--- src/rtl/irq_sel_pkg.sv ---
package irq_sel_pkg;
  typedef enum logic [2:0] {
    CLS_NONE = 3'd0,
    CLS_PGM  = 3'd1,
    CLS_SVC  = 3'd2,
    CLS_MCHK = 3'd3,
    CLS_EXT  = 3'd4,
    CLS_IO   = 3'd5
  } irq_cls_e;

  localparam logic [15:0] CODE_CLKCMP = 16'h1004;
  localparam logic [15:0] CODE_CPUTMR = 16'h1005;

  localparam int CLR_MCHK = 0;
  localparam int CLR_EXT  = 1;
  localparam int CLR_TOD  = 2;
  localparam int CLR_IO   = 3;
endpackage

--- src/rtl/irq_stack_ctr.sv ---
module irq_stack_ctr #(
  parameter int DEPTH = 16,
  parameter int CW = $clog2(DEPTH + 1),
  parameter int IW = $clog2(DEPTH)
) (
  input  logic          clk,
  input  logic          rst_n,
  input  logic          push,
  input  logic          pop,
  output logic [CW-1:0] count,
  output logic [IW-1:0] top_idx,
  output logic          empty,
  output logic          ovf
);
  localparam logic [CW-1:0] FULL = CW'(DEPTH);

  assign empty   = (count == '0);
  assign top_idx = IW'(count - CW'(1));

  always_ff @(posedge clk) begin
    if (!rst_n) begin
      count <= '0;
      ovf   <= 1'b0;
    end else if (push && !pop) begin
      if (count == FULL) ovf <= 1'b1;
      else count <= count + CW'(1);
    end else if (pop && !push) begin
      count <= count - CW'(1);
    end
  end

  assert_no_pop_empty_R6: assert property (@(posedge clk) disable iff (!rst_n)
    pop |-> !empty);
  assert_full_push_flags_R10: assert property (@(posedge clk) disable iff (!rst_n)
    (push && !pop && count == FULL) |=> ovf);
  assert_no_pop_overrun_R10: assert property (@(posedge clk) disable iff (!rst_n)
    pop |-> !ovf);
endmodule

--- src/rtl/irq_io_scan.sv ---
module irq_io_scan #(
  parameter int NSUB = 8,
  parameter int SW = $clog2(NSUB)
) (
  input  logic [NSUB-1:0] elig,
  output logic [NSUB-1:0] grant,
  output logic [SW-1:0]   idx,
  output logic            any
);
  always_comb begin
    grant = '0;
    idx   = '0;
    any   = 1'b0;
    for (int i = 0; i < NSUB; i++) begin
      if (elig[i] && !any) begin
        grant[i] = 1'b1;
        idx      = SW'(i);
        any      = 1'b1;
      end
    end
  end
endmodule

--- src/rtl/irq_class_sel.sv ---
module irq_class_sel
  import irq_sel_pkg::*;
#(
  parameter int DEPTH = 16,
  parameter int NSUB  = 8,
  parameter int CODEW = 16
) (
  input  logic                     clk,
  input  logic                     rst_n,
  input  logic                     sel_req,
  input  logic                     exc_req,
  input  logic                     exc_is_svc,
  input  logic [CODEW-1:0]         exc_code,
  input  logic                     mask_mchk,
  input  logic                     mask_ext,
  input  logic                     mask_io,
  input  logic [NSUB-1:0]          io_sub_mask,
  input  logic                     mchk_crw_en,
  input  logic                     ext_push,
  input  logic [NSUB-1:0]          io_push,
  input  logic                     mchk_push,
  input  logic                     tod_evt,
  input  logic                     cpt_pend,
  output logic                     sel_valid,
  output logic [2:0]               sel_class,
  output logic [CODEW-1:0]         sel_code,
  output logic                     pop_ext,
  output logic [NSUB-1:0]          pop_io,
  output logic                     pop_mchk,
  output logic [$clog2(DEPTH)-1:0] pop_idx,
  output logic [3:0]               pend_clr,
  output logic                     ovf_ext,
  output logic [NSUB-1:0]          ovf_io,
  output logic                     ovf_mchk,
  output logic                     hard_req
);
  localparam int CW = $clog2(DEPTH + 1);
  localparam int IW = $clog2(DEPTH);
  localparam int SW = $clog2(NSUB);
  localparam logic [CW-1:0] ONE = CW'(1);

  logic ext_flag, mchk_flag, io_flag, tod_flag;

  logic [CW-1:0] ext_cnt, mchk_cnt;
  logic [IW-1:0] ext_top, mchk_top;
  logic          ext_empty, mchk_empty;
  logic [CW-1:0] io_cnt [NSUB];
  logic [IW-1:0] io_top [NSUB];
  logic [NSUB-1:0] io_empty, io_elig, io_grant;
  logic [SW-1:0] io_idx;
  logic          io_any;

  logic          take_mchk, take_ext, take_tod, take_cpt, take_io, deliver, io_keep;
  logic [NSUB-1:0] take_io_sub;
  irq_cls_e      cls_n;
  logic [CODEW-1:0] code_n;
  logic [IW-1:0] idx_n;
  logic [3:0]    clr_n;

  irq_stack_ctr #(.DEPTH(DEPTH)) u_ext_q (
    .clk(clk), .rst_n(rst_n), .push(ext_push), .pop(take_ext),
    .count(ext_cnt), .top_idx(ext_top), .empty(ext_empty), .ovf(ovf_ext));

  irq_stack_ctr #(.DEPTH(DEPTH)) u_mchk_q (
    .clk(clk), .rst_n(rst_n), .push(mchk_push), .pop(take_mchk),
    .count(mchk_cnt), .top_idx(mchk_top), .empty(mchk_empty), .ovf(ovf_mchk));

  for (genvar g = 0; g < NSUB; g++) begin : g_io_q
    irq_stack_ctr #(.DEPTH(DEPTH)) u_io_q (
      .clk(clk), .rst_n(rst_n), .push(io_push[g]), .pop(take_io_sub[g]),
      .count(io_cnt[g]), .top_idx(io_top[g]), .empty(io_empty[g]), .ovf(ovf_io[g]));
    assign io_elig[g] = !io_empty[g] && !ovf_io[g] && io_sub_mask[g];
  end

  irq_io_scan #(.NSUB(NSUB)) u_scan (
    .elig(io_elig), .grant(io_grant), .idx(io_idx), .any(io_any));

  logic mchk_ok, ext_q_ok, ext_ok, io_ok;
  assign mchk_ok  = mask_mchk && mchk_flag && mchk_crw_en && !mchk_empty && !ovf_mchk;
  assign ext_q_ok = ext_flag && !ext_empty && !ovf_ext;
  assign ext_ok   = mask_ext && (ext_q_ok || tod_flag || cpt_pend);
  assign io_ok    = mask_io && io_flag;

  // Decision for this request; state and strobes follow at the edge.
  always_comb begin
    take_mchk   = 1'b0;
    take_ext    = 1'b0;
    take_tod    = 1'b0;
    take_cpt    = 1'b0;
    take_io     = 1'b0;
    take_io_sub = '0;
    deliver     = 1'b0;
    cls_n       = CLS_NONE;
    code_n      = '0;
    idx_n       = '0;
    if (sel_req) begin
      if (exc_req) begin
        deliver = 1'b1;
        cls_n   = exc_is_svc ? CLS_SVC : CLS_PGM;
        code_n  = exc_code;
      end else if (mchk_ok) begin
        deliver   = 1'b1;
        take_mchk = 1'b1;
        cls_n     = CLS_MCHK;
        idx_n     = mchk_top;
      end else if (ext_ok) begin
        deliver = 1'b1;
        cls_n   = CLS_EXT;
        if (ext_q_ok) begin
          take_ext = 1'b1;
          idx_n    = ext_top;
        end else if (tod_flag) begin
          take_tod = 1'b1;
          code_n   = CODEW'(CODE_CLKCMP);
        end else begin
          take_cpt = 1'b1;
          code_n   = CODEW'(CODE_CPUTMR);
        end
      end else if (io_ok) begin
        take_io = 1'b1;
        if (io_any) begin
          deliver     = 1'b1;
          cls_n       = CLS_IO;
          take_io_sub = io_grant;
          code_n      = CODEW'(io_idx);
          idx_n       = io_top[io_idx];
        end
      end
    end
  end

  // The I/O flag survives while any subclass still holds an entry.
  always_comb begin
    io_keep = 1'b0;
    for (int i = 0; i < NSUB; i++) begin
      if (io_cnt[i] != '0 && !(take_io_sub[i] && io_cnt[i] == ONE)) io_keep = 1'b1;
    end
  end

  always_comb begin
    clr_n           = '0;
    clr_n[CLR_MCHK] = take_mchk && mchk_cnt == ONE;
    clr_n[CLR_EXT]  = (take_ext && ext_cnt == ONE) || take_tod || take_cpt;
    clr_n[CLR_TOD]  = take_tod || take_cpt;
    clr_n[CLR_IO]   = take_io && !io_keep;
  end

  irq_cls_e cls_q;
  always_ff @(posedge clk) begin
    if (!rst_n) begin
      ext_flag  <= 1'b0;
      mchk_flag <= 1'b0;
      io_flag   <= 1'b0;
      tod_flag  <= 1'b0;
      sel_valid <= 1'b0;
      cls_q     <= CLS_NONE;
      sel_code  <= '0;
      pop_ext   <= 1'b0;
      pop_io    <= '0;
      pop_mchk  <= 1'b0;
      pop_idx   <= '0;
      pend_clr  <= '0;
    end else begin
      ext_flag  <= ext_push  || (ext_flag  && !clr_n[CLR_EXT]);
      mchk_flag <= mchk_push || (mchk_flag && !clr_n[CLR_MCHK]);
      io_flag   <= (|io_push) || (io_flag  && !clr_n[CLR_IO]);
      tod_flag  <= tod_evt   || (tod_flag  && !clr_n[CLR_TOD]);
      sel_valid <= deliver;
      cls_q     <= cls_n;
      sel_code  <= code_n;
      pop_ext   <= take_ext;
      pop_io    <= take_io_sub;
      pop_mchk  <= take_mchk;
      pop_idx   <= idx_n;
      pend_clr  <= clr_n;
    end
  end

  assign sel_class = cls_q;
  assign hard_req  = ext_flag || mchk_flag || io_flag || tod_flag || cpt_pend;

  assert_valid_after_req_R12: assert property (@(posedge clk) disable iff (!rst_n)
    sel_valid |-> $past(sel_req));
  assert_single_pop_R12: assert property (@(posedge clk) disable iff (!rst_n)
    $onehot0({pop_ext, pop_mchk, pop_io}));
  assert_exc_wins_R1: assert property (@(posedge clk) disable iff (!rst_n)
    (sel_req && exc_req) |=> (sel_valid && (sel_class == CLS_PGM || sel_class == CLS_SVC)));
  assert_mchk_needs_enable_R9: assert property (@(posedge clk) disable iff (!rst_n)
    (sel_valid && sel_class == CLS_MCHK) |-> $past(mchk_crw_en));
  assert_io_grant_legal_R7: assert property (@(posedge clk) disable iff (!rst_n)
    $onehot0(io_grant) && ((io_grant & ~io_sub_mask) == '0));
endmodule

--- config.mk ---
export PLATFORM = sky130hd
export DESIGN_NAME = irq_class_sel
export DESIGN_NICKNAME = d
export VERILOG_FILES = /design/src/rtl/irq_sel_pkg.sv /design/src/rtl/irq_stack_ctr.sv /design/src/rtl/irq_io_scan.sv /design/src/rtl/irq_class_sel.sv
export SDC_FILE = /design/constraint.sdc
export NUM_CORES = 1
export LEC_CHECK = 0
export ABC_CLOCK_PERIOD_IN_PS = 7250
export BUFFER_PORTS_ARGS = -buffer_cell sky130_fd_sc_hd__buf_2
export CELL_PAD_IN_SITES_DETAIL_PLACEMENT = 1
export CELL_PAD_IN_SITES_GLOBAL_PLACEMENT = 2
export CORE_MARGIN = 1
export CORE_UTILIZATION = 38
export DETAILED_ROUTE_END_ITERATION = 12
export MAX_ROUTING_LAYER = met4
export PLACE_DENSITY = 0.9
export SLEW_MARGIN = 0
export SYNTH_ARGS = -nofsm -noshare
export SYNTH_HDL_FRONTEND = slang
export SYNTH_SLANG_ARGS = --single-unit
export TNS_END_PERCENT = 1
--- constraint.sdc ---
create_clock -name clk -period 7.25 [get_ports clk]
set_clock_uncertainty 0.15 [all_clocks]
set_input_delay 0.725 -clock clk [delete_from_list [all_inputs] [get_ports clk]]
set_output_delay 0.725 -clock clk [all_outputs]
set_load 0.01 [all_outputs]
Word level (Yosys, flattened, before mapping)
Index checks and enable logic that the tools add are counted.

storage, ports and cells
  bits of input ports = 45
  register bits = 102
  logic and storage cells = 401
  output and inout port bits = 49

operators by class
  bitwise logic cells = 3
  reductions and logical operators = 198
  $lt $le $gt $ge = 1
  equality and inequality tests = 30
  multiplexer cells = 117
  $add $sub $neg = 20

operators by type and width
  cell                 count
  $mux 5               30
  $logic_and 1x1->1    74
  $logic_not 1->1      60
  $mux 1               55
  $add 5x1->5 const B  10
  $eq 5x1->1 const B   10
  $eq 5x5->1 const B   10
  $logic_not 5->1      10
  $sub 5x1->5 const B  10
  $mux 16              3
  $mux 8               6
  $reduce_and 2->1     21
  $reduce_bool 5->1    8
  $mux 3               11
  $mux 4               7
  $ne 2x2->1 const B   10
  $reduce_bool 2->1    10
  $logic_or 1x1->1     13
  $mux 13              1
  $bmux 4 s3           1
  $reduce_or 8->1      1
  $mux 2               3
  $ge 4x4->1 const B   1
  $not 3->4            1
  other kinds (2)      3

Longest topological paths before layout
  word-level depth = 48
  mapped depth = 11
  depth with buffers taken out = 9

Hierarchy
Synthesis repeated with hierarchy kept, for this count alone.

second synthesis, totals
  cell total of the unflattened synthesis = 693
  area, all modules = 6331.1 µm²

by module, submodules not included
  module         area an instance (µm²)  instances  cells an instance  seq. area each (µm²)
  irq_stack_ctr  420.4                   10         47                 120.1
  irq_class_sel  1976.9                  1          201                840.8
  irq_io_scan    150.1                   1          22                 0.0

Worst setup path after synthesis
OpenSTA, ideal clock, no wires.

  path type = register -> register
  from = reg u_ext_q.count[0]
  to = reg g_io_q[3].u_io_q.count[4]
  data arrival time = 2855 ps
  stages on the path, launching flop included = 11
  slack = 4130 ps
  data required time = 6985 ps
  period minus slack after synthesis = 3120 ps
  cell sequence = dfxtp_1 > inv_1 > ha_1 > or4b_1 > a21bo_2 > clkbuf_1 > nor4_1 > mux2i_1 > o21ai_1 > xnor2_1 > and2_1

between the ends
  longest elaborated chain between the ends = 15
  elaborated cells between the ends (all ways) = 18
  those cells by class = eq/ne: 1; mux: 5; reduce/logical: 12

RTL lines
  item                                                       line                  source
  from (decl)                                                irq_stack_ctr.sv:10   output logic [CW-1:0] count,
  from (signal assigned)                                     irq_stack_ctr.sv:26   else count <= count + CW'(1);
  from (signal assigned)                                     irq_stack_ctr.sv:28   count <= count - CW'(1);
  $logic_not 5->1 *                                          irq_stack_ctr.sv:17   assign empty = (count == '0);
  $logic_not 1->1 *                                          irq_class_sel.sv:80   assign ext_q_ok = ext_flag && !ext_empty && !ovf_ext;
  $logic_and 1x1->1 * (2 in a row)                           irq_class_sel.sv:80
  $logic_or 1x1->1 * (2 in a row)                            irq_class_sel.sv:81   assign ext_ok = mask_ext && (ext_q_ok || tod_flag || cpt_pend);
  $logic_and 1x1->1 *                                        irq_class_sel.sv:81
  $mux 8 *                                                   irq_class_sel.sv:106  end else if (ext_ok) begin
  $mux 8 *                                                   irq_class_sel.sv:101  end else if (mchk_ok) begin
  $mux 8 *                                                   irq_class_sel.sv:97   if (exc_req) begin
  $mux 8 *                                                   irq_class_sel.sv:96   if (sel_req) begin
  $logic_not 1->1                                            irq_stack_ctr.sv:24   end else if (push && !pop) begin
  $logic_and 1x1->1                                          irq_stack_ctr.sv:24
  $ne 2x2->1 (no line) or $reduce_bool 2->1 (tied branches)  --
  $reduce_and 2->1 (no line)                                 --
  to (signal assigned)                                       irq_stack_ctr.sv:26
  to (signal assigned)                                       irq_stack_ctr.sv:28
  to (decl)                                                  irq_stack_ctr.sv:10

Mark *: on every way between the ends. The rest lies on a longest branch, timed or not.
A chain may end at the register's enable or synchronous reset.

Final worst setup path
  from = reg g_io_q[2].u_io_q.count[0]
  to = reg io_flag

between the ends
  longest elaborated chain between the ends = 43
  elaborated cells between the ends (all ways) = 72
  those cells by class = eq/ne: 1; mux: 26; reduce/logical: 45

RTL lines
  item                            line                  source
  from (decl)                     irq_stack_ctr.sv:10
  from (signal assigned)          irq_stack_ctr.sv:26
  from (signal assigned)          irq_stack_ctr.sv:28
  $logic_not 5->1                 irq_stack_ctr.sv:17
  $logic_not 1->1                 irq_class_sel.sv:72   assign io_elig[g] = !io_empty[g] && !ovf_io[g] && io_sub_mask[g];
  $logic_and 1x1->1 (2 in a row)  irq_class_sel.sv:72
  $logic_and 1x1->1               irq_io_scan.sv:15     if (elig[i] && !any) begin
  $mux 1                          irq_io_scan.sv:15
  $logic_not 1->1                 irq_io_scan.sv:15
  $logic_and 1x1->1               irq_io_scan.sv:15
  $mux 1                          irq_io_scan.sv:15
  [20 not listed]                 --
  $logic_and 1x1->1               irq_class_sel.sv:136  if (io_cnt[i] != '0 && !(take_io_sub[i] && io_cnt[i] == ONE)) io_keep = 1'b1;
  $mux 1 (7 in a row)             irq_class_sel.sv:136
  $mux 1 *                        irq_class_sel.sv:136
  $logic_not 1->1 *               irq_class_sel.sv:145  clr_n[CLR_IO] = take_io && !io_keep;
  $logic_and 1x1->1 *             irq_class_sel.sv:145
  $logic_not 1->1 *               irq_class_sel.sv:166  io_flag <= (|io_push) || (io_flag && !clr_n[CLR_IO]);
  $logic_and 1x1->1 *             irq_class_sel.sv:166
  $logic_or 1x1->1 *              irq_class_sel.sv:166
  to (signal assigned)            irq_class_sel.sv:166
  to (decl)                       irq_class_sel.sv:42   logic ext_flag, mchk_flag, io_flag, tod_flag;

Marks and branches as above.

==> results_dict.tcl <==
set metrics [dict create \
    worst_pin_slew_ns 1.39 \
    startpoint_type "flip-flop" \
    number_of_synthesized_flops_with_an_enable_pin 0 \
    r2r.worst_path.cells 9 \
    finalNetCount 884 \
    synth.distinct_cells 78 \
    place.gp.congestion 0.899 \
    sequential_to_total_area_share_from_yosys_stat 0.323 \
    largest_area_contributor_in_the_synthesized_netlist "sky130_fd_sc_hd__dfxtp_1" \
    tritoncts "built" \
    cts_resized 0 \
    path_cells "inv_1 > ha_1 > nor4b_1 > o22ai_1 > nor4_4 > a31oi_1 > nor4_1 > a21boi_0 > o21a_1" \
    cap_viol_max_count 0 \
    share_of_the_clock_period_used_by_the_worst_path_after_layout 0.588 \
    antenna_found_initial 0 \
    ios 94 \
    die_height_um 131 \
    via_per_instance_ratio 5.61 \
    hold_depth 1 \
    final-max-slew-violation-count 0 \
    fmaxAchievable_ghz 0.235 \
    setup-tns-final_ns 0 \
    synth.yosys.warnings 0 \
    run_status "finished clean" \
    worstSkewPairLatency_ns 0.37 \
    detailedPlacementHpwl_mm 14.6 \
    setup.worst_path.end_class "flip-flop" \
    total_overflow_reported_by_the_global_router 0 \
    crit_arrival_ns 4.38 \
    grt_util_all_layers 0.240 \
    min_path_type "reg -> reg" \
    clock_sink_count 102 \
    fin_worst_hold_slack_ns 0.339 \
    clock-root-buffer "sky130_fd_sc_hd__clkbuf_16" \
    grt_start_max_net_pins 82 \
    synth.cell_area_sq_um 6320 \
    fp.coreArea_sq_um 16100 \
    wire_per_inst_um 18.9 \
    post-cts-setup-buffers 0 \
    asyncSetResetFlopFracSynth 0 \
    critical_path_peak_fanout 17 \
    ys_seq_elements 102 \
    buffer_ports.inserted 93 \
    critPathKind "reg -> reg" \
    cp_slowest_cell "sky130_fd_sc_hd__nor4_4" \
    synth_commonest_cells "sky130_fd_sc_hd__dfxtp_1 (102), sky130_fd_sc_hd__nor2_1 (53), sky130_fd_sc_hd__and2_1 (47), sky130_fd_sc_hd__nand2_1 (42), sky130_fd_sc_hd__ha_1 (37)" \
    cp_num_buf_inv 1 \
    static-leakage-power_nw 3.12 \
    p_total_mw 1.70 \
    power_density_nw_per_um2 237 \
    ant_nets 0 \
    dr_total_vias 5737 \
    synth.area.top_cells "sky130_fd_sc_hd__dfxtp_1 (32%), sky130_fd_sc_hd__ha_1 (7.3%), sky130_fd_sc_hd__xnor2_1 (4.8%)" \
    placed_cell_area_sq_um 6880 \
    synth_top_flop_cell "sky130_fd_sc_hd__dfxtp_1" \
    totalWireLength_mm 19.3 \
    period_needed_ns 4.26 \
    layout.filler_cells 1950 \
    dr.pass1.iters 4 \
    postCtsHoldBufs 0 \
    hold_violations 0 \
    clock_tree.htree_level_count 3 \
    critical_path_depth 9 \
    timing.final.setup_violations 0 \
    count_of_standard_cell_rows 46 \
    die-area_sq_um 17200 \
    synthToLayoutAreaGrowth_pct 13.6 \
    vias_in_the_first_global_route 5833 \
    clock_path_buffers 2 \
    post-synth-top-count-cell "sky130_fd_sc_hd__dfxtp_1" \
    synth_largest_type_area_fraction 0.323 \
    syn_inst 732 \
    route.detailed.drc 0 \
    diodes 0 \
    relSlewSlack 0.0636 \
    design_area_sq_um 7180 \
    syn-num-nets 814 \
    initial_core_util 0.394 \
    grt_use_met3 0.0354 \
    numPlacedInstances 1007 \
    worst-endpoint-required_ns 7.37 \
    cts_inserted_buffers 9 \
    family_of_cells_with_the_greatest_summed_delay_on_the_critical_path "simple AND/OR/NAND/NOR gates" \
    use_met2 0.393 \
    crit_path_max_incr_delay_ns 0.97 \
    grt_setup_unrepaired "false" \
    grt_first_pass_wirelength_mm 30.4 \
    grt-busiest-layer "met2" \
    drt-initial-drc-count 272 \
    die_w_um 131 \
    syn_area_per_cell_sq_um 8.64 \
    layout.cells.non_filler 1023 \
    groute.layer.met1.usage 0.291 \
    clkSlewWorstSetupHoldPaths_ns 0.08 \
    power.ir.vdd_worst_mv 0.140 \
    drive_gt1_frac 0.176 \
]
[power by group]
part	switching [mW]	internal, mW	total (mW)
sequential	0.0572	0.599	0.656
combinational	0.324	0.222	0.546
clock	0.254	0.244	0.499
total	0.636	1.06	1.70
[metrics by stage]
step                      utilization  worst slack (ns)
after floorplan                     -              4.13
after global placement          0.428              3.27
after detailed placement        0.428              3.19
after CTS                       0.447              3.15
after global routing            0.447              2.78
final                           0.447              2.99
[state kept, by name, summed over array words and instances (netlist names), 3 cells and up]
| signal | cells |
|---|---|
| u_mchk_q.count | 5 |
| sel_class | 3 |
| g_io_q.u_io_q.count | 40 |
| pop_idx | 4 |
| sel_code | 16 |
| pop_io | 8 |
| g_io_q.u_io_q.ovf | 8 |
| u_ext_q.count | 5 |
| pend_clr | 4 |
[per-layer routing]
layer,part of all wire,vias up
met3,0.043,34
met4,0.020,0
met2,0.48,144
met5,0,-
met1,0.46,2809
li1,-,2750
[kinds of logic after synthesis]
logic type,Yosys count,synth area share
fa+ha+maj,37,0.0732
simple gates,294,0.263
xor+xnor,53,0.0734
flops,102,0.323
mux,25,0.0404
compound gates,157,0.179
buf+inv,64,0.0477
[placed cells by master, fill, tap and decap left out, types with 5 or more instances in the layout]
cell / count
sky130_fd_sc_hd__o21a_1: 14
sky130_fd_sc_hd__a21boi_0: 6
sky130_fd_sc_hd__a31oi_1: 8
sky130_fd_sc_hd__o22ai_1: 5
sky130_fd_sc_hd__a22oi_1: 5
sky130_fd_sc_hd__nand2_1: 42
sky130_fd_sc_hd__or4b_2: 5
sky130_fd_sc_hd__a21oi_1: 32
sky130_fd_sc_hd__dfxtp_1: 102
sky130_fd_sc_hd__xnor2_1: 35
sky130_fd_sc_hd__nand4_1: 9
sky130_fd_sc_hd__mux2i_1: 21
sky130_fd_sc_hd__buf_2: 93
sky130_fd_sc_hd__nand2b_1: 7
sky130_fd_sc_hd__o21ai_0: 23
sky130_fd_sc_hd__inv_1: 27
sky130_fd_sc_hd__o211ai_1: 5
sky130_fd_sc_hd__clkbuf_16: 9
sky130_fd_sc_hd__nor2_1: 53
sky130_fd_sc_hd__and3_1: 20
sky130_fd_sc_hd__nor3_1: 17
sky130_fd_sc_hd__nand3_1: 23
sky130_fd_sc_hd__a21o_1: 6
sky130_fd_sc_hd__nor2b_1: 15
sky130_fd_sc_hd__nor4_1: 12
sky130_fd_sc_hd__nor4b_1: 5
sky130_fd_sc_hd__and2_1: 47
sky130_fd_sc_hd__a211oi_1: 5
sky130_fd_sc_hd__xor2_1: 18
sky130_fd_sc_hd__or3_1: 11
sky130_fd_sc_hd__ha_1: 37
[area by class of cell]
cell class,instances,area [sq um],area share
Tap cell,216,270,0.0376
Multi-Input combinational cell,566,3980,0.554
Timing Repair Buffer,96,488,0.0679
Clock buffer,9,225,0.0314
Clock inverter,7,76.3,0.0106
Sequential cell,102,2040,0.284
Inverter,27,101,0.0141
[final timing paths]
check                                               from                   endpoint  slack (ns)
setup / recovery  g_io_q[2].u_io_q.count[0]$_SDFFE_PN0P_         io_flag$_SDFF_PN0_        2.99
hold / removal                 u_mchk_q.ovf$_SDFFE_PN0P_  u_mchk_q.ovf$_SDFFE_PN0P_        0.34
setup reg to reg  g_io_q[2].u_io_q.count[0]$_SDFFE_PN0P_         io_flag$_SDFF_PN0_        2.99
hold reg to reg                u_mchk_q.ovf$_SDFFE_PN0P_  u_mchk_q.ovf$_SDFFE_PN0P_        0.34
No activity file was read; power rests on OpenSTA's default activity.
